$ cat config.mk
export PLATFORM = sky130hd
export DESIGN_NAME = sio_cfg_ctrl
export DESIGN_NICKNAME = d
export VERILOG_FILES = /design/src/rtl/sio_cfg_pkg.sv /design/src/rtl/sio_port_dec.sv /design/src/rtl/sio_key_fsm.sv /design/src/rtl/sio_reg_bank.sv /design/src/rtl/sio_cfg_ctrl.sv
export SDC_FILE = /design/constraint.sdc
export NUM_CORES = 1
export LEC_CHECK = 0
export BUFFER_PORTS_ARGS = -buffer_cell sky130_fd_sc_hd__buf_4
export CAP_MARGIN = 20
export CORE_ASPECT_RATIO = 1.1
export CORE_MARGIN = 4
export CORE_UTILIZATION = 30
export CTS_CLUSTER_SIZE = 40
export DETAILED_ROUTE_END_ITERATION = 8
export PLACE_DENSITY = 0.59
export SLEW_MARGIN = 25
export SYNTH_ARGS = -nofsm -noshare
export SYNTH_HDL_FRONTEND = slang
export SYNTH_SLANG_ARGS = --single-unit
$ cat constraint.sdc
create_clock -name clk -period 4.3 [get_ports clk]
set_input_delay 0.86 -clock clk [delete_from_list [all_inputs] [get_ports clk]]
set_output_delay 0.86 -clock clk [all_outputs]
set_load 0.02 [all_outputs]
$ cat src/rtl/sio_cfg_pkg.sv
package sio_cfg_pkg;
    localparam int DW     = 8;
    localparam int AW     = 16;
    localparam int N_DEV  = 9;
    localparam int LDN_W  = 4;
    localparam int PWR_W  = 6;

    localparam logic [AW-1:0] BASE_PRI = 16'h03F0;
    localparam logic [AW-1:0] BASE_ALT = 16'h0370;

    localparam logic [DW-1:0] KEY_OPEN  = 8'h55;
    localparam logic [DW-1:0] KEY_CLOSE = 8'hAA;
    localparam logic [DW-1:0] CHIP_ID   = 8'h02;

    // register numbers decoded by host software
    localparam logic [DW-1:0] IX_LDN   = 8'h07;
    localparam logic [DW-1:0] IX_ID    = 8'h20;
    localparam logic [DW-1:0] IX_REV   = 8'h21;
    localparam logic [DW-1:0] IX_PWR   = 8'h22;
    localparam logic [DW-1:0] IX_ACT   = 8'h30;
    localparam logic [DW-1:0] IX_BHI   = 8'h60;
    localparam logic [DW-1:0] IX_BLO   = 8'h61;
    localparam logic [DW-1:0] IX_IRQ   = 8'h70;
    localparam logic [DW-1:0] IX_IRQ2  = 8'h72;
    localparam logic [DW-1:0] IX_DMA   = 8'h74;
    localparam logic [DW-1:0] IX_FMODE = 8'h90;
    localparam logic [DW-1:0] IX_FOPT  = 8'h91;

    localparam int LDN_FDC = 0;
    localparam int LDN_PAR = 3;
    localparam int LDN_KBD = 7;

    localparam logic [N_DEV-1:0] IRQ2_MASK = N_DEV'(1) << LDN_KBD;
    localparam logic [N_DEV-1:0] DMA_MASK  = (N_DEV'(1) << LDN_FDC) | (N_DEV'(1) << LDN_PAR);

    typedef enum logic [1:0] {KS_RUN, KS_ARMED, KS_CFG} key_st_e;

    typedef struct packed {
        key_st_e st;
    } key_t;

    typedef struct packed {
        logic [DW-1:0]              idx;
        logic [LDN_W-1:0]           ldn;
        logic [PWR_W-1:0]           pwr;
        logic [N_DEV-1:0]           act;
        logic [N_DEV-1:0][DW-1:0]   bhi;
        logic [N_DEV-1:0][DW-1:0]   blo;
        logic [N_DEV-1:0][DW-1:0]   irq;
        logic [N_DEV-1:0][DW-1:0]   irq2;
        logic [N_DEV-1:0][DW-1:0]   dma;
        logic [DW-1:0]              fmode;
        logic [DW-1:0]              fopt;
    } bank_t;
endpackage

$ cat src/rtl/sio_port_dec.sv
module sio_port_dec
    import sio_cfg_pkg::*;
(
    input  logic          strap_alt,
    input  logic [AW-1:0] io_addr,
    output logic          hit_idx,
    output logic          hit_dat
);
    logic [AW-1:0] base;

    always_comb begin
        base    = strap_alt ? BASE_ALT : BASE_PRI;
        hit_idx = (io_addr == base);
        hit_dat = (io_addr == base + AW'(1));
    end
endmodule

$ cat src/rtl/sio_key_fsm.sv
module sio_key_fsm
    import sio_cfg_pkg::*;
(
    input  logic          clk,
    input  logic          rst_n,
    input  logic          wr_idx,
    input  logic [DW-1:0] wdata,
    output logic          cfg_mode,
    output logic          idx_we
);
    key_t k_d, k_q;

    always_comb begin
        k_d    = k_q;
        idx_we = 1'b0;
        if (wr_idx) begin
            unique case (k_q.st)
                KS_RUN:   k_d.st = (wdata == KEY_OPEN) ? KS_ARMED : KS_RUN;
                KS_ARMED: k_d.st = (wdata == KEY_OPEN) ? KS_CFG : KS_RUN;
                KS_CFG: begin
                    if (wdata == KEY_CLOSE) k_d.st = KS_RUN;
                    else                    idx_we = 1'b1;
                end
                default:  k_d.st = KS_RUN;
            endcase
        end
        cfg_mode = (k_q.st == KS_CFG);
    end

    always_ff @(posedge clk or negedge rst_n) begin
        if (!rst_n) k_q <= '{st: KS_RUN};
        else        k_q <= k_d;
    end
endmodule

$ cat src/rtl/sio_reg_bank.sv
module sio_reg_bank
    import sio_cfg_pkg::*;
#(
    parameter logic [DW-1:0] REV_ID = 8'h01
)(
    input  logic                    clk,
    input  logic                    rst_n,
    input  logic                    idx_we,
    input  logic                    dat_we,
    input  logic [DW-1:0]           wdata,
    output logic [DW-1:0]           cur_idx,
    output logic [DW-1:0]           dat_rd,
    output logic [N_DEV-1:0]        dev_active,
    output logic [N_DEV*2*DW-1:0]   dev_base,
    output logic [N_DEV*DW-1:0]     dev_irq,
    output logic [N_DEV*DW-1:0]     dev_dma,
    output logic [DW-1:0]           kbd_irq2,
    output logic [PWR_W-1:0]        pwr_en,
    output logic [DW-1:0]           fdd_mode,
    output logic [DW-1:0]           fdd_opt
);
    bank_t s_d, s_q;

    logic             sel_ok;
    logic [LDN_W-1:0] ldn_i;
    logic             has_irq2, has_dma, is_fdc;

    always_comb begin
        s_d      = s_q;
        sel_ok   = (s_q.ldn < LDN_W'(N_DEV));
        ldn_i    = sel_ok ? s_q.ldn : '0;
        has_irq2 = sel_ok && IRQ2_MASK[ldn_i];
        has_dma  = sel_ok && DMA_MASK[ldn_i];
        is_fdc   = sel_ok && (ldn_i == LDN_W'(LDN_FDC));

        // read mux for the data port
        dat_rd = '0;
        unique case (s_q.idx)
            IX_LDN:   dat_rd = DW'(s_q.ldn);
            IX_ID:    dat_rd = CHIP_ID;
            IX_REV:   dat_rd = REV_ID;
            IX_PWR:   dat_rd = DW'(s_q.pwr);
            IX_ACT:   if (sel_ok)   dat_rd = DW'(s_q.act[ldn_i]);
            IX_BHI:   if (sel_ok)   dat_rd = s_q.bhi[ldn_i];
            IX_BLO:   if (sel_ok)   dat_rd = s_q.blo[ldn_i];
            IX_IRQ:   if (sel_ok)   dat_rd = s_q.irq[ldn_i];
            IX_IRQ2:  if (has_irq2) dat_rd = s_q.irq2[ldn_i];
            IX_DMA:   if (has_dma)  dat_rd = s_q.dma[ldn_i];
            IX_FMODE: if (is_fdc)   dat_rd = s_q.fmode;
            IX_FOPT:  if (is_fdc)   dat_rd = s_q.fopt;
            default:  dat_rd = '0;
        endcase

        if (idx_we) s_d.idx = wdata;

        if (dat_we) begin
            unique case (s_q.idx)
                IX_LDN:   s_d.ldn = wdata[LDN_W-1:0];
                IX_PWR:   s_d.pwr = wdata[PWR_W-1:0];
                IX_ACT:   if (sel_ok)   s_d.act[ldn_i]  = wdata[0];
                IX_BHI:   if (sel_ok)   s_d.bhi[ldn_i]  = wdata;
                IX_BLO:   if (sel_ok)   s_d.blo[ldn_i]  = wdata;
                IX_IRQ:   if (sel_ok)   s_d.irq[ldn_i]  = wdata;
                IX_IRQ2:  if (has_irq2) s_d.irq2[ldn_i] = wdata;
                IX_DMA:   if (has_dma)  s_d.dma[ldn_i]  = wdata;
                IX_FMODE: if (is_fdc)   s_d.fmode = wdata;
                IX_FOPT:  if (is_fdc)   s_d.fopt  = wdata;
                default:  ;
            endcase
        end
    end

    always_ff @(posedge clk or negedge rst_n) begin
        if (!rst_n) s_q <= '0;
        else        s_q <= s_d;
    end

    assign cur_idx    = s_q.idx;
    assign dev_active = s_q.act;
    assign kbd_irq2   = s_q.irq2[LDN_KBD];
    assign pwr_en     = s_q.pwr;
    assign fdd_mode   = s_q.fmode;
    assign fdd_opt    = s_q.fopt;

    for (genvar g = 0; g < N_DEV; g++) begin : g_dev
        assign dev_base[g*2*DW +: 2*DW] = {s_q.bhi[g], s_q.blo[g]};
        assign dev_irq[g*DW +: DW]      = s_q.irq[g];
        if (DMA_MASK[g]) begin : g_dma
            assign dev_dma[g*DW +: DW] = s_q.dma[g];
        end else begin : g_nodma
            assign dev_dma[g*DW +: DW] = '0;
        end
    end
endmodule

$ cat src/rtl/sio_cfg_ctrl.sv
module sio_cfg_ctrl
    import sio_cfg_pkg::*;
#(
    parameter logic [7:0] REV_ID = 8'h01
)(
    input  logic                    clk,
    input  logic                    rst_n,
    input  logic                    strap_alt,
    input  logic [AW-1:0]           io_addr,
    input  logic                    io_wr,
    input  logic                    io_rd,
    input  logic [DW-1:0]           io_wdata,
    output logic [DW-1:0]           io_rdata,
    output logic                    cfg_mode,
    output logic [N_DEV-1:0]        dev_active,
    output logic [N_DEV*2*DW-1:0]   dev_base,
    output logic [N_DEV*DW-1:0]     dev_irq,
    output logic [N_DEV*DW-1:0]     dev_dma,
    output logic [DW-1:0]           kbd_irq2,
    output logic [PWR_W-1:0]        pwr_en,
    output logic [DW-1:0]           fdd_mode,
    output logic [DW-1:0]           fdd_opt
);
    logic          hit_idx, hit_dat;
    logic          idx_we, dat_we;
    logic [DW-1:0] cur_idx, dat_rd;

    sio_port_dec u_dec (
        .strap_alt (strap_alt),
        .io_addr   (io_addr),
        .hit_idx   (hit_idx),
        .hit_dat   (hit_dat)
    );

    sio_key_fsm u_key (
        .clk      (clk),
        .rst_n    (rst_n),
        .wr_idx   (io_wr && hit_idx),
        .wdata    (io_wdata),
        .cfg_mode (cfg_mode),
        .idx_we   (idx_we)
    );

    assign dat_we = cfg_mode && io_wr && hit_dat;

    sio_reg_bank #(.REV_ID(REV_ID)) u_bank (
        .clk        (clk),
        .rst_n      (rst_n),
        .idx_we     (idx_we),
        .dat_we     (dat_we),
        .wdata      (io_wdata),
        .cur_idx    (cur_idx),
        .dat_rd     (dat_rd),
        .dev_active (dev_active),
        .dev_base   (dev_base),
        .dev_irq    (dev_irq),
        .dev_dma    (dev_dma),
        .kbd_irq2   (kbd_irq2),
        .pwr_en     (pwr_en),
        .fdd_mode   (fdd_mode),
        .fdd_opt    (fdd_opt)
    );

    always_comb begin
        io_rdata = 8'hFF;
        if (io_rd && cfg_mode) begin
            if (hit_idx)      io_rdata = cur_idx;
            else if (hit_dat) io_rdata = dat_rd;
        end
    end
endmodule

## Word level (Yosys, flattened, before mapping)

Memory sizes are Yosys's and may differ from the RTL's.
Cells that the tools add are included.

- Add/subtract/negate cells: 1
- Multiply operators: 0
- Div/mod/pow operators: 0
- Order comparisons: 3
- Equal/unequal tests: 19
- Shifts and indexed selects: 0
- Muxes and demuxes: 45
- Bitwise gates (word level): 0
- Reduce and logical (&&, ||, !) cells: 21

Operator list:

| cell | number |
|---|---|
| $bwmux 72 | 5 |
| $bmux 8 s4 | 5 |
| $mux 8 | 17 |
| $pmux 8 s12 | 1 |
| $eq 8x7->1 const B | 6 |
| $demux 8 s4 | 1 |
| $eq 16x16->1 | 2 |
| $eq 8x6->1 const B | 4 |
| $eq 8x8->1 const B | 3 |
| $reduce_and 3->1 | 8 |
| $add 16x1->16 const B | 1 |
| $bwmux 9 | 1 |
| $mux 1 | 9 |
| $eq 8x3->1 const B | 1 |
| $logic_and 1x1->1 | 8 |
| $pmux 2 s3 | 1 |
| $reduce_and 2->1 | 3 |
| $lt 4x5->1 const B | 1 |
| $bmux 1 s4 | 1 |
| $demux 1 s4 | 1 |
| $ge 4x1->1 const B | 1 |
| $logic_not 4->1 | 1 |
| $lt 4x4->1 const B | 1 |
| $mux 2 | 2 |
| other kinds (5) | 5 |

- Register bits: 405
- Bits in latches: 0
- Memory bits (writable): 0
- Memory bits (read-only): 32
- Input bits: 29
- Word-level logic and storage cells: 143
- Memories kept: 2

Memories:

| name | words | width | rd ports | clocked after Yosys merged registers in | wr ports | line | RTL |
|---|---|---|---|---|---|---|---|
| (name not given) | 16 | 1 | 1 | 0 | 0 | sio_reg_bank.sv:33 | `has_dma = sel_ok && DMA_MASK[ldn_i];` |
| (name not given) | 16 | 1 | 1 | 0 | 0 | sio_reg_bank.sv:32 | `has_irq2 = sel_ok && IRQ2_MASK[ldn_i];` |

## Depth between registers and ports, before layout

- Depth after elaboration: 10
- Gate-level depth with buffers: 13
- Depth with buffers taken out: 9

## Modules after synthesis

Synthesis repeated with hierarchy kept, for this count alone.

- Cells, all modules: 1647
- Area, all modules: 19003.2 sq um

Modules (own cells, without submodules):

| module | times used | cells an instance | area each (sq um) | seq. area each (sq um) |
|---|---|---|---|---|
| sio_reg_bank | 1 | 1596 | 18599.1 | 8282.9 |
| sio_cfg_ctrl | 1 | 29 | 183.9 | 0.0 |
| sio_key_fsm | 1 | 13 | 153.9 | 50.0 |
| sio_port_dec | 1 | 9 | 66.3 | 0.0 |

## Least setup slack after synthesis

OpenSTA, ideal clock, no wires.

- Kind: register -> output
- Start point: register u_bank.s_q[392] (netlist bit)
- End point: output port io_rdata[0]
- Data arrival time: 3.161 ns
- Required time: 3.440 ns
- Path slack: 0.279 ns
- Cell stages (with the launch flop): 13
- Path through: dfrtp_1 nor2b_1 buf_4 inv_1 buf_2 clkbuf_1 ha_1 or3b_2 or2_2 o32ai_1 a221o_1 nor2_1 o2bb2ai_1

- Longest elaborated chain between the ends: 10

RTL lines:

| element | line | RTL |
|---|---|---|
| start: declaration | sio_reg_bank.sv:22 | `bank_t s_d, s_q;` |
| start signal: assignment | sio_reg_bank.sv:74 | `if (!rst_n) s_q <= '0;` |
| start signal: assignment | sio_reg_bank.sv:75 | `else s_q <= s_d;` |
| $lt 4x4->1 | sio_reg_bank.sv:30 | `sel_ok = (s_q.ldn < LDN_W'(N_DEV));` |
| $mux 4 | sio_reg_bank.sv:31 | `ldn_i = sel_ok ? s_q.ldn : '0;` |
| $mem_v2 16x1, on equally long branches | - |  |
| $mux 1, on equally long branches | sio_reg_bank.sv:33, sio_reg_bank.sv:32 |  |
| $logic_and 1x1->1, on equally long branches | sio_reg_bank.sv:33, sio_reg_bank.sv:32 |  |
| $mux 8, on equally long branches | sio_reg_bank.sv:48, sio_reg_bank.sv:47 |  |
| $pmux 8 s12 * | sio_reg_bank.sv:38 | `unique case (s_q.idx)` |
| $mux 8 * | sio_cfg_ctrl.sv:68 | `else if (hit_dat) io_rdata = dat_rd;` |
| $mux 8 * | sio_cfg_ctrl.sv:67 | `if (hit_idx) io_rdata = cur_idx;` |
| $mux 8 * | sio_cfg_ctrl.sv:66 | `if (io_rd && cfg_mode) begin` |
| end: declaration | sio_cfg_ctrl.sv:13 | `output logic [DW-1:0] io_rdata,` |

Mark *: on every way between the ends. The rest lies on a longest branch, timed or not. The select of a mux whose other input is x is not followed.

## Worst setup path after layout

- Start point: register u_bank.s_q[392] (netlist bit)
- End point: output port io_rdata[4]

Same word-level chain as after synthesis.

==> run_summary.xml <==
<?xml version="1.0" encoding="UTF-8"?>
<metrics>
  <group name="status">
    <metric name="result_of_the_run" unit="">completed</metric>
  </group>
  <group name="yosys">
    <metric name="most_used_standard_cell_by_instance_count_after_synthesis" unit="">buf_4</metric>
    <metric name="multiplexer_fraction_of_the_synthesized_cell_area" unit="%">23.2</metric>
    <metric name="synth_edf_count" unit="">0</metric>
    <metric name="syn-instance-count" unit="">1630</metric>
    <metric name="most_area_consuming_cells_after_synthesis" unit="">dfrtp_1 44%, mux2_2 19%, buf_4 13%</metric>
    <metric name="main_combinational_cell_family_by_area_after_synthesis" unit="">multiplexers</metric>
    <metric name="synth_compound_gate_area_share" unit="%">8.25</metric>
    <metric name="post_synthesis_xor_xnor_area_fraction" unit="%">0.0467</metric>
    <metric name="synth_top_area_cell" unit="">dfrtp_1</metric>
    <metric name="synth_sequential_area_ratio" unit="%">44.4</metric>
    <metric name="post_synth_num_cell_types" unit="">81</metric>
    <metric name="synthesis.area" unit="sq um">18800</metric>
    <metric name="synthTopCellsByCount" unit="">335 x buf_4, 333 x dfrtp_1, 311 x mux2_2</metric>
    <metric name="most_common_flop_cell_mapped_by_yosys" unit="">dfrtp_1</metric>
    <metric name="yosys.area_share.adder" unit="%">0.0667</metric>
    <metric name="yosys.area_share.simple" unit="%">7.70</metric>
    <metric name="ys_ff_latch" unit="">333</metric>
    <metric name="async_reset_ff_share" unit="%">100</metric>
    <metric name="yosys_warnings" unit="">0</metric>
    <metric name="post_synth.cell_area_avg" unit="sq um">11.5</metric>
    <metric name="post-synth-top-area-fraction" unit="%">44.4</metric>
  </group>
  <group name="global_routing">
    <metric name="grt_first_pass_wirelength" unit="mm">98.8</metric>
    <metric name="grt_start_max_net_pins" unit="">86</metric>
    <metric name="number_of_antenna_violations_at_the_first_check_in_global_routing" unit="">1</metric>
    <metric name="first_global_vias" unit="">13200</metric>
    <metric name="track_usage" unit="%">20.2</metric>
    <metric name="grt.overflow.total" unit="">0</metric>
  </group>
  <group name="drt">
    <metric name="route.detailed.drc" unit="">0</metric>
    <metric name="firstDrtPassIters" unit="">6</metric>
    <metric name="routed-wl-met2" unit="mm">32.9</metric>
    <metric name="route.top_layer_used" unit="">met4</metric>
    <metric name="route.vias.total" unit="">12900</metric>
    <metric name="total_routed_wirelength" unit="mm">69.3</metric>
    <metric name="drtIter0Drc" unit="">1061</metric>
    <metric name="wl_per_cell" unit="microns">27.8</metric>
    <metric name="drtAntennaViolNets" unit="">0</metric>
    <metric name="met3_length" unit="mm">5.09</metric>
    <metric name="via_per_inst" unit="">5.17</metric>
    <metric name="wl_met1" unit="mm">28.9</metric>
  </group>
  <group name="clock_tree">
    <metric name="cts.hold.buffers_added" unit="">0</metric>
    <metric name="cts_buffers" unit="">39</metric>
    <metric name="cts_tree" unit="">built</metric>
    <metric name="cts.htree.levels" unit="">2</metric>
    <metric name="cts.reportedPaths.clkPinSlew" unit="ps">60</metric>
    <metric name="clk_latency" unit="ps">570</metric>
    <metric name="ctsRootBufferMaster" unit="">clkbuf_16</metric>
    <metric name="ctsLongestPathBuffers" unit="">3</metric>
    <metric name="cts_sinks" unit="">333</metric>
  </group>
  <group name="power_and_ir_drop">
    <metric name="p_seq_share" unit="%">46.3</metric>
    <metric name="p_per_area" unit="nW/um^2">319</metric>
    <metric name="comb_power_share" unit="%">3.2</metric>
    <metric name="power_frac_clock" unit="%">50.5</metric>
    <metric name="p_switching" unit="mW">1.55</metric>
    <metric name="power.internal" unit="mW">5.22</metric>
    <metric name="worst_ir_drop_vdd" unit="uV">215</metric>
    <metric name="p_leak" unit="nW">10.1</metric>
    <metric name="power.switching_fraction" unit="%">22.9</metric>
  </group>
  <group name="die">
    <metric name="start_util" unit="%">30.5</metric>
    <metric name="fp-row-count" unit="">95</metric>
    <metric name="top_level_ports" unit="">365</metric>
    <metric name="die_w" unit="microns">246</metric>
    <metric name="floorplan.die_area" unit="sq um">66600</metric>
    <metric name="total_core_area" unit="sq um">61600</metric>
    <metric name="die-height" unit="microns">270</metric>
  </group>
  <group name="timing">
    <metric name="setup_total_negative_slack" unit="ps">0</metric>
    <metric name="fmax" unit="GHz">0.233</metric>
    <metric name="slew-limit-headroom" unit="%">51.0</metric>
    <metric name="fin_hold_ws" unit="ps">303</metric>
    <metric name="report.final.slew_viol_count" unit="">0</metric>
    <metric name="final_min_period_over_clock_period" unit="%">100</metric>
    <metric name="rsz0062_at_grt" unit="">true</metric>
    <metric name="fin_crit" unit="ps">4300</metric>
    <metric name="report.final.setup_viol" unit="">0</metric>
    <metric name="skew" unit="ps">29.9</metric>
    <metric name="hold_viol" unit="">0</metric>
    <metric name="worstMarginPinSlew" unit="ps">735</metric>
  </group>
  <group name="critical_path">
    <metric name="number_of_cell_instances_on_the_worst_register_to_register_path" unit="">7</metric>
    <metric name="critical_path.startpoint_type" unit="">flop</metric>
    <metric name="critPathRequiredTime" unit="ps">3440</metric>
    <metric name="path_class" unit="">flop to output port</metric>
    <metric name="cp.arrival" unit="ps">3440</metric>
    <metric name="type_of_destination_of_the_critical_path" unit="">output port</metric>
    <metric name="timing.critical_path.fanout_max" unit="">14</metric>
  </group>
  <group name="placement">
    <metric name="hpwlAfterDp" unit="mm">51.3</metric>
    <metric name="port_buffers" unit="">308</metric>
    <metric name="gp_congestion" unit="">0.911</metric>
  </group>
  <group name="finish">
    <metric name="fillers" unit="">6222</metric>
    <metric name="layout-area-overhead-vs-synth" unit="%">13.0</metric>
    <metric name="post_route_cells_drive_above_1_share" unit="%">48.5</metric>
    <metric name="post-route-util" unit="%">34.5</metric>
    <metric name="nets" unit="">1669</metric>
    <metric name="num_antenna_cells" unit="">0</metric>
    <metric name="layout.area.seq" unit="sq um">8340</metric>
    <metric name="multi_input_area" unit="sq um">7610</metric>
  </group>
  <group name="job">
    <metric name="timing.max_cap.violations" unit="">0</metric>
  </group>
  <group name="min_path">
    <metric name="hp-class" unit="">input pin to async pin</metric>
  </group>
</metrics>
-- cell usage in the layout, fill, tap and decap left out, types with 5 or more instances in the layout --
master	count
a211oi_1	12
mux2i_1	69
o21ai_0	43
nor3b_1	5
o221ai_1	14
nor2b_1	7
clkbuf_8	7
a221oi_1	14
and2_1	5
nand2_1	34
buf_4	362
nor3_1	14
inv_1	13
nor2_1	33
nor4bb_1	5
o22a_1	8
mux2_2	311
clkbuf_16	41
a22o_1	5
clkbuf_1	10
a32o_1	5
mux2_1	9
nor2_4	28
a22oi_1	10
conb_1	56
o22ai_1	16
a221o_1	7
buf_12	6
nand3_1	11
dfrtp_1	331
or3_1	6
o21a_1	7
a21oi_1	44
-- per-stage QoR --
step	instance area, sq um	setup slack, ps	power, mW	cells
detailed placement	19900	357	3.41	2421
finish	21200	0.308	6.77	2491
floorplan	19000	279	3.31	1685
global placement	19900	416	3.41	2421
global route	21200	-10.4	6.98	2491
CTS	21200	0.269	6.85	2491
-- worst max-delay path: stages, from the launching register on --
cell and delay, ps:
dfrtp_1 400, buf_4 240, nand2b_1 380, buf_4 280
o21a_1 170, o221ai_1 250, a21oi_1 140, a2111oi_0 540
o22ai_1 270, buf_4 220
-- routing by layer --
| layer | vias up | GRT usage [%] |
|---|---|---|
| met1 | 6730 | 26.3 |
| li1 | 5429 | - |
| met4 | 0 | 6.39 |
| met5 | - | 0 |
| met3 | 122 | 4.60 |
| met2 | 608 | 33.3 |
-- power groups by stage --
stage	combinational [mW]	clock (mW)	sequential (mW)
2_1_floorplan	0.120	0	3.19
3_3_place_gp	0.216	0	3.19
3_5_place_dp	0.219	0	3.19
4_1_cts	0.219	3.49	3.13
5_1_grt	0.236	3.61	3.13
6_report	0.218	3.42	3.13
-- final timing paths --
check / to / startpoint / slack, ps
min in group clk: u_bank.s_q[71] / u_bank.s_q[71] / 370
setup reg to reg: u_bank.dev_irq[62] / u_bank.s_q[391] / 1180
hold / removal: u_bank.fdd_opt[7] / rst_n / 300
hold reg to reg: u_bank.s_q[71] / u_bank.s_q[71] / 370
max in group asynchronous: u_bank.dev_base[117] / rst_n / 3020
setup / recovery: io_rdata[4] / u_bank.s_q[392] / 0.3
-- cells by family (layout without fill, tap and decap cells) --
| logic type | after synthesis | after routing |
|---|---|---|
| mux | 392 | 392 |
| simple gates | 207 | 207 |
| fa+ha+maj | 1 | 1 |
| compound gates | 223 | 223 |
| buf+inv | 472 | 454 |
| other cells | 1 | 56 |
| flops | 333 | 333 |
| xor+xnor | 1 | 1 |
-- layout make-up --
cell class                 count  share of cell area [%]
timing repair buffer         370                    13.5
multi-input combinational    880                    35.9
sequential                   333                    39.3
tap                          824                    4.86
clock inverter                11                   0.737
clock buffer                  58                    5.47
inverter                      15                   0.265
-- timing repair --
item | 4_1_cts | 5_1_grt
buffers inserted | 1 | 0
setup endpoints to repair | 2 | 3
gates resized for setup | 1 | 3
-- flip-flops by register name, indices dropped and copies added (netlist names) --
signal             cells
u_bank.dev_base      144
u_bank.dev_irq        72
u_bank.s_q            52
u_bank.dev_dma        16
u_bank.dev_active      9
u_bank.cur_idx         8
u_bank.fdd_mode        8
u_bank.fdd_opt         8
u_bank.kbd_irq2        8
u_bank.pwr_en          6
u_key.k_q              2
No activity file was read; power rests on OpenSTA's default activity.
